File: src/rtl/rsqf_pkg.sv
package rsqf_pkg;
    localparam int EXP_W = 8;
    localparam int MAN_W = 23;
    localparam int WORD_W = 1 + EXP_W + MAN_W;
    localparam int ADJ_W = 8;

    typedef enum logic [2:0] {
        ST_IDLE  = 3'd0,
        ST_INF   = 3'd1,
        ST_NEG   = 3'd2,
        ST_ZERO  = 3'd3,
        ST_SCALE = 3'd4,
        ST_PASS  = 3'd5
    } screen_st_e;
endpackage

File: src/rtl/rsqf_classify.sv
module rsqf_classify
    import rsqf_pkg::*;
#(
    parameter int SMALL_LIMIT = 24
) (
    input  logic [WORD_W-1:0] operand,
    output screen_st_e        cls
);
    localparam logic [EXP_W-1:0] EXP_ONES = '1;

    logic             sgn;
    logic [EXP_W-1:0] ex;
    logic [MAN_W-1:0] mn;
    logic             is_inf, is_nan, is_zero;

    always_comb begin
        sgn     = operand[WORD_W-1];
        ex      = operand[WORD_W-2:MAN_W];
        mn      = operand[MAN_W-1:0];
        is_inf  = (ex == EXP_ONES) && (mn == '0);
        is_nan  = (ex == EXP_ONES) && (mn != '0);
        is_zero = (ex == '0) && (mn == '0);
    end

    always_comb begin
        if (is_inf)
            cls = ST_INF;
        else if (sgn && !is_zero && !is_nan)
            cls = ST_NEG;
        else if (is_zero)
            cls = ST_ZERO;
        else if (!is_nan && (int'(ex) <= SMALL_LIMIT))
            cls = ST_SCALE;
        else
            cls = ST_PASS;
    end
endmodule

File: src/rtl/rsqf_prescale.sv
module rsqf_prescale
    import rsqf_pkg::*;
#(
    parameter int SCALE_POW = 64
) (
    input  logic [WORD_W-1:0] operand,
    output logic [WORD_W-1:0] scaled
);
    localparam int LEAD_W = $clog2(MAN_W);

    logic [EXP_W-1:0]  ex;
    logic [MAN_W-1:0]  mn;
    logic [LEAD_W-1:0] lead;
    logic [MAN_W-1:0]  norm_mn;
    logic [EXP_W-1:0]  norm_ex;

    assign ex = operand[WORD_W-2:MAN_W];
    assign mn = operand[MAN_W-1:0];

    // leading-one position of a subnormal mantissa
    always_comb begin
        lead = '0;
        for (int i = 0; i < MAN_W; i++) begin
            if (mn[i]) lead = LEAD_W'(i);
        end
    end

    always_comb begin
        norm_mn = mn << (MAN_W - int'(lead));
        norm_ex = EXP_W'(int'(lead) + 1 - MAN_W + SCALE_POW);
        if (ex == '0)
            scaled = {operand[WORD_W-1], norm_ex, norm_mn};
        else
            scaled = {operand[WORD_W-1], EXP_W'(int'(ex) + SCALE_POW), mn};
    end
endmodule

File: src/rtl/rsqrt_fixup.sv
module rsqrt_fixup
    import rsqf_pkg::*;
#(
    parameter int              SMALL_LIMIT = 24,
    parameter int              SCALE_POW   = 64,
    parameter logic [ADJ_W-1:0] ADJ_SCALED = 8'hE0
) (
    input  logic              clk,
    input  logic              rst_n,
    input  logic [WORD_W-1:0] op_in,
    output logic [WORD_W-1:0] op_out,
    output logic [WORD_W-1:0] seed_out,
    output logic [ADJ_W-1:0]  adj_out,
    output logic              proceed_out,
    output logic              invalid_out
);
    localparam logic [WORD_W-1:0] QNAN_ALL = '1;
    localparam logic [WORD_W-1:0] ONE_VAL  = {2'b00, {(EXP_W-1){1'b1}}, {MAN_W{1'b0}}};

    screen_st_e        st_d, st_q;
    logic [WORD_W-1:0] scaled_w;
    logic [WORD_W-1:0] opnd_q;

    rsqf_classify #(.SMALL_LIMIT(SMALL_LIMIT)) classify_i (
        .operand (op_in),
        .cls     (st_d)
    );

    rsqf_prescale #(.SCALE_POW(SCALE_POW)) prescale_i (
        .operand (op_in),
        .scaled  (scaled_w)
    );

    // state register
    always_ff @(posedge clk or negedge rst_n) begin
        if (!rst_n) begin
            st_q   <= ST_IDLE;
            opnd_q <= '0;
        end else begin
            st_q   <= st_d;
            opnd_q <= (st_d == ST_SCALE) ? scaled_w : op_in;
        end
    end

    // output decode
    always_comb begin
        op_out      = '0;
        seed_out    = '0;
        adj_out     = '0;
        proceed_out = 1'b0;
        invalid_out = 1'b0;
        unique case (st_q)
            ST_IDLE: ;
            ST_INF, ST_NEG: begin
                op_out      = QNAN_ALL;
                seed_out    = QNAN_ALL;
                invalid_out = 1'b1;
            end
            ST_ZERO: begin
                op_out   = opnd_q;
                seed_out = ONE_VAL;
            end
            ST_SCALE: begin
                op_out      = opnd_q;
                adj_out     = ADJ_SCALED;
                proceed_out = 1'b1;
            end
            ST_PASS: begin
                op_out      = opnd_q;
                proceed_out = 1'b1;
            end
            default: ;
        endcase
    end
endmodule

File: config.mk
export PLATFORM = sky130hd
export DESIGN_NAME = rsqrt_fixup
export DESIGN_NICKNAME = d
export VERILOG_FILES = /design/src/rtl/rsqf_pkg.sv /design/src/rtl/rsqf_classify.sv /design/src/rtl/rsqf_prescale.sv /design/src/rtl/rsqrt_fixup.sv
export SDC_FILE = /design/constraint.sdc
export NUM_CORES = 1
export LEC_CHECK = 0
export ABC_AREA = 1
export ABC_CLOCK_PERIOD_IN_PS = 2800
export CAP_MARGIN = 5
export CORE_MARGIN = 2
export CORE_UTILIZATION = 55
export CTS_CLUSTER_SIZE = 14
export DETAILED_ROUTE_END_ITERATION = 8
export PLACE_DENSITY = 0.89
export SLEW_MARGIN = 15
export SYNTH_ARGS = -nofsm -noshare
export SYNTH_HDL_FRONTEND = slang
export SYNTH_HIERARCHICAL = 1
export SYNTH_SLANG_ARGS = --single-unit
File: constraint.sdc
create_clock -name clk -period 2.8 [get_ports clk]
set_clock_uncertainty 0.15 [all_clocks]
set_input_delay 0.56 -clock clk [delete_from_list [all_inputs] [get_ports clk]]
set_output_delay 0.56 -clock clk [all_outputs]
set_load 0.005 [all_outputs]
* Word-level counts from Yosys, hierarchy flattened
Cells that the tools add are included.
** Cells by class
- Add/sub/neg operators :: 5
- Magnitude comparators :: 1
- Eq/ne operators :: 7
- Shifts and indexed selects :: 1
- Muxes and demuxes :: 33
- Reduce and logical (&&, ||, !) cells :: 14
** Operators with widths (number)
- case mux 32 bit (2 select lines) :: 2
- two-way mux 31 bit :: 2
- two-way mux 5 bit :: 7
- two-way mux 4 bit :: 8
- << shifter 23 x 32 -> 23 bit :: 1
- logical NOT 23 bit :: 1
- nonzero test 23 bit :: 1
- two-way mux 3 bit :: 7
- equality test 3 bit, second input constant :: 3
- adder 8 x 7 -> 8 bit, second input constant :: 1
- adder 8 bit, second input constant :: 1
- equality test 8 bit, second input constant :: 1
- <= comparator 8 x 5 -> 1 bit, second input constant :: 1
- logical NOT 8 bit :: 1
- two-way mux 8 bit :: 1
- subtractor 8 x 6 -> 8 bit, second input constant :: 1
- adder 5 x 1 -> 6 bit, second input constant :: 1
- equality test 3 x 2 -> 1 bit, second input constant :: 2
- logical AND 1 bit :: 6
- subtractor 5 x 5 -> 6 bit, first input constant :: 1
- two-way mux 1 bit :: 4
- two-way mux 2 bit :: 2
- OR reduction 2 bit :: 2
- equality test 3 x 1 -> 1 bit, second input constant :: 1
- 2 further kinds :: 3
** Word-level totals
- Register bits after elaboration :: 35
- Input bits :: 34
- Output and inout bits :: 74
- Logic and storage cells :: 63

* Logic depth before layout (Yosys ltp)
Gate-level depths: netlist of the first run.
- Depth in word-level cells :: 27
- Depth in mapped cells :: 34
- Mapped depth without buffers :: 33

* Cells and area by module
Netlist of the first run, hierarchy kept.
** Modules (own cells, without submodules)
- rsqrt_fixup :: instances 1, cells each 264, area each 2030.7 um2, sequential area each 875.8 um2
- rsqf_prescale :: instances 1, cells each 416, area each 1944.4 um2, sequential area each 0.0 um2
- rsqf_classify :: instances 1, cells each 47, area each 211.5 um2, sequential area each 0.0 um2

* Worst setup path before layout of the first run
Ideal clock, no wire load.
- Path kind :: input-to-reg
- From :: input op_in[18]
- To :: register opnd_q[19]
- Setup time :: 0.116 ns
- Data arrival time :: 2.834 ns
- Data required time :: 2.534 ns
- Path slack :: -0.300 ns
- Stages on the path :: 17
- Path buffers :: 2
- Cells stage by stage :: nor4_1 -> nand2_1 -> nor2_1 -> clkbuf_1 -> ha_1 -> clkbuf_1 -> nor2_1 -> inv_1 -> nand3_1 -> nand3_1 -> nand3_1 -> nand3_1 -> nand3_1 -> nand2_1 -> nand2_1 -> nand3_1 -> nand2_1
** On the way
- Elaborated cells between the ends (all ways) :: 24
- Those cells by class :: 1 x add/sub; 1 x eq/ne; 1 x shift; 11 x mux; 10 x reduce/logical
** RTL lines
- start, declared :: line rsqrt_fixup.sv:10 : input logic [WORD_W-1:0] op_in,
- two-way mux 5 bit (5 in series) :: line rsqf_prescale.sv:24 : if (mn[i]) lead = LEAD_W'(i);
- subtractor 5 x 5 -> 6 bit :: line rsqf_prescale.sv:29 : norm_mn = mn << (MAN_W - int'(lead));
- << shifter 23 x 32 -> 23 bit * :: line rsqf_prescale.sv:29
- two-way mux 31 bit * :: line rsqf_prescale.sv:31 : if (ex == '0)
- named net scaled_w[19] :: line rsqrt_fixup.sv:21 : logic [WORD_W-1:0] scaled_w;
- two-way mux 31 bit * :: line rsqrt_fixup.sv:41 : opnd_q <= (st_d == ST_SCALE) ? scaled_w : op_in;
- end signal, assigned :: line rsqrt_fixup.sv:41
- end, declared :: line rsqrt_fixup.sv:22 : logic [WORD_W-1:0] opnd_q;
Mark *: on every way through the listed nets, which the timed path passes. The rest lies on a longest branch.

* Worst setup path in the final report of the first run
- From :: input op_in[2]
- To :: register opnd_q[12]
** On the way
- Word-level cells in the longest chain between the ends :: 25
- Elaborated cells between the ends (all ways) :: 40
- Those cells by class :: 1 x add/sub; 1 x eq/ne; 1 x shift; 27 x mux; 10 x reduce/logical
** Ends and longest elaborated chain (line)
- two-way mux 2 bit (2 in series) :: rsqf_prescale.sv:24
- two-way mux 3 bit (4 in series) :: rsqf_prescale.sv:24
- two-way mux 4 bit (8 in series) :: rsqf_prescale.sv:24
- two-way mux 5 bit (7 in series) :: rsqf_prescale.sv:24
- subtractor 5 x 5 -> 6 bit :: rsqf_prescale.sv:29
- << shifter 23 x 32 -> 23 bit * :: rsqf_prescale.sv:29
- two-way mux 31 bit * :: rsqf_prescale.sv:31
- named net scaled_w[12] :: rsqrt_fixup.sv:21
- two-way mux 31 bit * :: rsqrt_fixup.sv:41
Marked as above.

==> out/metrics.yaml, run 1 <==
synthesis:
  synth_top_family_by_area: "simple AND/OR/NAND/NOR gates"
  synth_top_area_share_pct: 24.4
  synth_most_common_cell: "nand2_1"
  ys_ff_latch: 35
  yosysWarnings: 6
  synthTopCellsByCount: "nand2_1, nand3_1, inv_1"
  synthArstFlopShare_pct: 100
  synthSimpleGateAreaFrac_pct: 54.3
  synth_area_um2: 4190
  yosys.area.top_type: "nand2_1"
  synthMuxAreaShare_pct: 0
  postSynthCellCount: 727
  synth_enable_flop_cells: 0
  syn_avg_cell_area_um2: 5.76
  synth_xor_area_share_pct: 0
  synthAdderAreaFrac_pct: 1.20
  yosys-top-cells-area: "nand2_1, dfrtp_1, nand3_1, buf_4, inv_1"
  ys.flop_type: "dfrtp_1"
  yosys.cell_types.count: 37
  ys_seq_area_share_pct: 20.9
  synth_compound_area_share_pct: 5.80
timing:
  drv_slew: 0
  post-route-period-util_pct: 133
  final.setup.worst_slack_ns: -0.910
  hold_viol_final: 0
  final-setup-viol-count: 28
  rsz0062_at_grt: "true"
  period_needed_ns: 3.71
  fmax_mhz: 270
die:
  die_area_um2: 8330
  start_util_pct: 57.1
  dieHeight_um: 91.2
  die_x_um: 91.2
  ioPinCount: 108
  design.core.area_um2: 7330
  std_cell_rows: 31
run_status:
  violations: "design-rule violations, negative setup slack"
  status: "finished with violations"
global_routing:
  busiest_layer: "met2"
  grt.met3_usage_pct: 7.80
  antenna_found_initial: 1
  grt_pass1_wl_um: 29200
  use_met1_pct: 50.1
  grt_max_degree: 36
  grt_pass1_vias: 5866
  met2_usage_pct: 74.3
  track_usage_pct: 43.4
  grt-ovfl-total: 0
routing:
  routedWlPerCell_um: 23.5
  drc: 81
  routed_via_density: 6.93
  drt-pass1-iter-count: 9
  drt_iter0_drc: 1328
  dr_total_vias: 6856
  ant_nets: 0
  routed_wl_um: 23200
cells_and_area:
  final_layout_size_suffix_gt1_share_pct: 34.6
  fin_nets: 926
  area_growth_pct: 65.2
  fin_cells: 989
setup_path:
  cp.required_ns: 2.82
  crit_slowest_cell: "nand2_1"
  critPathMaxStageDelay_ns: 0.22
  start_kind: "primary input"
  path_common_cell: "nand2_1"
  cp_max_fo: 6
  crit_type: "in2reg"
  arrival_ns: 3.73
  crit_path_end_kind: "register"
hold_path:
  hold_path.startpoint: "op_in[2]"
  hold_path_class: "in2reg"
  min_to: "opnd_q[2]"
  holdPathStages: 4
cts:
  numCtsBuffers: 5
  clk_pin_slew_ns: 0.08
  htreeDepth: 2
  cts_root_buf: "clkbuf_8"
  clock_sinks: 35
  clockBufferDepth: 2
  cts_tree: "done"
  postCtsHoldBufs: 0
place:
  routabilityCongestion: 1.03
  dp_hpwl_um: 11400
  dp_cells: 950
  portBuffers: 102
power_and_ir_drop:
  finalPower_mw: 2.21
  vdd_drop_max_v: 0.000330
  power_leakage_nw: 3.46
  powerDensity_nw_per_um2: 319
job:
  max_cap_violations: 0
flip-flops by register name, summed over array words and instances, names as in the netlist:
name	count
st_q	3
opnd_q	32
what timing repair did:
action | CTS | global route
gates cloned | 7 | 1
pin swaps | 66 | 38
resized for setup | 142 | 89
endpoints found under the setup margin | 28 | 64
buffers inserted | 21 | 1
endpoints found under the hold margin | 0 | 0
critical path, delay by kind of cell:
family,cells,cell delay [ns]
AO/OA/AOI/OAI,1,0.15
buffers and inverters,3,0.31
AND/OR/NAND/NOR,28,2.69
routing by layer:
layer  vias to the layer above  share of wire (%)  routed length, um
met4                         0                 12               2890
li1                       2638                  -                  -
met5                         -                  0                  0
met1                      2978                 30               6930
met2                       862                 43              10000
met3                       378                 15               3390
metrics by stage:
step,TNS [ns],setup slack [ns],instance area (um^2),hold slack [ns],utilization [%]
finish,-20.52,-0.910,6910,0.465,94.3
global route,-23.30,-1.05,6910,0.494,94.3
CTS,-0.0870,-0.0409,6490,0.460,88.6
detailed placement,-17.84,-0.817,5620,0.855,76.7
global placement,-15.68,-0.731,5620,0.841,76.7
floorplan,0,0.0191,4210,0.114,-
placed cells by master, fill, tap and decap left out, types with 7 or more instances in the layout:
master,instances
nand2_1,236
buf_4,94
clkdlybuf4s50_1,84
nand3_1,81
nand3_2,59
inv_1,47
nand2_2,37
nor2_1,35
dfrtp_1,34
nor2_2,13
dlygate4sd2_1,13
nand2_4,12
buf_12,11
inv_2,11
nand3_4,10
nor2_4,9
buf_6,9
o211ai_1,8
nand4_1,7
how the worst max path moves through the flow:
stage / cells past startpoint / start / slack [ns] / to
6_report: 32 / op_in[2] / -0.91 / opnd_q[12]
5_1_grt: 33 / op_in[2] / -1.05 / opnd_q[19]
4_1_cts: 33 / op_in[2] / -0.04 / opnd_q[21]
3_5_place_dp: 32 / op_in[2] / -0.82 / opnd_q[21]
3_3_place_gp: 32 / op_in[2] / -0.73 / opnd_q[19]
2_1_floorplan: 17 / op_in[18] / 0.02 / opnd_q[19]
logic make-up (layout without fill, tap and decap cells):
group,Yosys count,after routing
and+or+nand+nor,514,517
buffers and inverters,135,290
AOI/OAI and AO/OA,38,38
other,1,6
DFF,35,35
adders and majority gates,4,4
power by group:
group / leakage, nW / total, mW / switching [mW] / internal [mW]
registers: 0.412 / 0.564 / 0.0198 / 0.544
clock network: 0.0612 / 0.491 / 0.203 / 0.288
logic: 2.99 / 1.15 / 0.652 / 0.500
total: 3.46 / 2.21 / 0.875 / 1.33
cell type report:
class / instances / area, um^2
Tap cell: 99 / 124
Fill cell: 234 / 417
Multi-Input combinational cell: 564 / 3390
Timing Repair Buffer: 222 / 2180
Antenna cell: 1 / 2.50
Inverter: 60 / 229
Clock inverter: 2 / 35.0
Clock buffer: 6 / 82.6
Sequential cell: 35 / 877
No activity file was read; power rests on OpenSTA's default activity.
==> inputs of run 2 (changes only) <==
ABC_CLOCK_PERIOD_IN_PS = not set   (was 2800)
CORE_UTILIZATION = 60   (was 55)
DONT_BUFFER_PORTS = 1   (was not set)
GPL_ROUTABILITY_DRIVEN = 0   (was not set)
PLACE_DENSITY = 0.76   (was 0.89)
==> run 2 against run 1 <==
Effect of this change: the run ends with negative setup slack left; via count shrank 26%; fmax grew 29%; sequential share of layout area rose by 6.0 points; global-route usage is 11 points lower; die area down 8.0%.
==> out/metrics.yaml, run 2 (synthesis results as in run 1) <==
run_status:
  status: "finished with violations"
  violations: "negative setup slack"
place:
  place_area_um2: 4140  # -26%
  preCtsSetupSlack_ns: -0.280  # +0.536 ns
  portBuffers: 0  # -100%
  dp_hpwl_um: 9230  # -19%
setup_path:
  path_common_cell: "nand2_1"
  cp_max_fo: 14  # +8
  critPathBufInv: 3  # unchanged
  crit_type: "in2reg"
  crit_family: "simple AND/OR/NAND/NOR gates"
  crit_slowest_cell: "buf_4"
  cp.required_ns: 2.87  # +0.05 ns
  start_kind: "primary input"
  arrival_ns: 2.95  # -0.78 ns
  critPathMaxStageDelay_ns: 0.19  # -0.03 ns
  crit_path_end_kind: "register"
cells_and_area:
  final_core_util_pct: 69.4  # -25 points
  final_common_cell: "nand2_1"
  top_regs: "opnd_q: 32 flops, st_q: 3 flops"
  largest_reg_flops: 32  # unchanged
  final_cell_area_um2: 4690  # -32%
  final_cell_mix: "nand2_1, nand3_1, inv_1"
  final_layout_size_suffix_gt1_share_pct: 21.7  # -13 points
  diodes: 0  # -1
  area_growth_pct: 12.0
  largest_register: "opnd_q"
  fin_nets: 752  # -19%
  n_fill_cell: 598  # +160%
routing:
  ant_nets: 0  # unchanged
  drt-pass1-iter-count: 7  # -2
  routed_wl_um: 13800  # -41%
  dr_total_vias: 5082  # -26%
  routedWlPerCell_um: 17.4  # -26%
  drt_iter0_drc: 686  # -48%
  routed_via_density: 6.39  # -7.8%
  drc: 0  # -100%
die:
  ioPinCount: 108  # unchanged
  std_cell_rows: 30  # -3.2%
  start_util_pct: 62.0  # +4.9 points
  design.core.area_um2: 6760  # -7.8%
  die_x_um: 87.5  # -4.1%
  dieHeight_um: 87.5  # -4.1%
  die_area_um2: 7660  # -8.0%
timing:
  period_needed_ns: 2.87  # -0.838 ns
  fmax_mhz: 348  # +29%
  final-setup-viol-count: 5  # -82%
  rsz0062_at_grt: "true"
  relSlewSlack_pct: 50.5
  worstMarginPinSlew_ns: 0.741
  hold_viol_final: 0  # unchanged
  drv_slew: 0  # unchanged
  final.setup.worst_slack_ns: -0.0724  # +0.838 ns
  post-route-period-util_pct: 103  # -30 points
job:
  max_cap_violations: 0  # unchanged
global_routing:
  antenna_found_initial: 0  # -1
  grt_max_degree: 36  # unchanged
  track_usage_pct: 31.9  # -11 points
  grt_pass1_vias: 4215  # -28%
  grt_pass1_wl_um: 19700  # -33%
  grt-ovfl-total: 0  # unchanged
cts:
  cts_root_buf: "clkbuf_8"
  clk_pin_slew_ns: 0.07  # about the same
  clock_sinks: 35  # unchanged
  cts_tree: "done"
  htreeDepth: 2  # unchanged
  numCtsBuffers: 5  # unchanged
  clockBufferDepth: 2  # unchanged
power_and_ir_drop:
  power_leakage_nw: 2.52  # -27%
  vdd_drop_max_v: 0.000148  # -55%
  powerDensity_nw_per_um2: 327  # +2.3%
hold_path:
  hold_path_class: "in2reg"
==> run 2: cell count changes in the layout (fill, tap and decap cells not counted), sizes merged, moves of 2 or more <==
cell,before,now
buf,122,47
clkbuf,7,9
clkdlybuf4s15,2,0
clkdlybuf4s50,84,0
dlygate4sd2,13,0
nand2,289,287
==> run 2: area by class of cell <==
type / instances / area (um^2) / share of cell area (%)
Clock buffer: 7 / 76.3 / 1.63
Clock inverter: 1 / 5.00 / 0.107
Inverter: 60 / 253 / 5.39
Multi-Input combinational cell: 562 / 2920 / 62.3
Sequential cell: 35 / 876 / 18.7
Tap cell: 80 / 100 / 2.14
Timing Repair Buffer: 50 / 458 / 9.77
==> run 2: metal layers <==
metal	GRT usage [%]	routed length [um]	up-vias
met5	0	0	-
met2	52.8	6330	420
met4	13.7	793	0
met3	3.68	1470	99
met1	42.2	5200	2288
li1	-	-	2275
==> run 2: path summary, 6_finish.rpt <==
kind	startpoint	endpoint	depth (start not counted)
max in group asynchronous	rst_n	opnd_q[16]	2
max	op_in[2]	opnd_q[2]	30
min in group asynchronous	rst_n	st_q[1]	2
min	op_in[4]	opnd_q[4]	2
==> run 2: where the power goes <==
part	switching [mW]	internal (mW)	leakage (nW)
combinational	0.417	0.208	2.07
sequential	0.0139	0.544	0.413
clock	0.174	0.174	0.0422
total	0.605	0.927	2.52
==> run 2: per-stage QoR <==
step / TNS, ns / power, mW / hold WS (ns) / std cells
after detailed placement: -3.72 / 1.07 / 0.115 / 779
after global routing: -2.43 / 1.61 / 0.238 / 795
after floorplan: 0 / 1.02 / 0.114 / 731
final: -0.123 / 1.53 / 0.231 / 795
after global placement: -2.81 / 1.06 / 0.115 / 779
after CTS: 0 / 1.43 / 0.229 / 789
==> run 2: repair_timing <==
action | 4_1_cts | 5_1_grt
gates resized for setup | 0 | 81
hold buffers | 2 | 0
endpoints found under the hold margin | 35 | 0
setup endpoints to repair | 0 | 24
setup buffers | 0 | 2
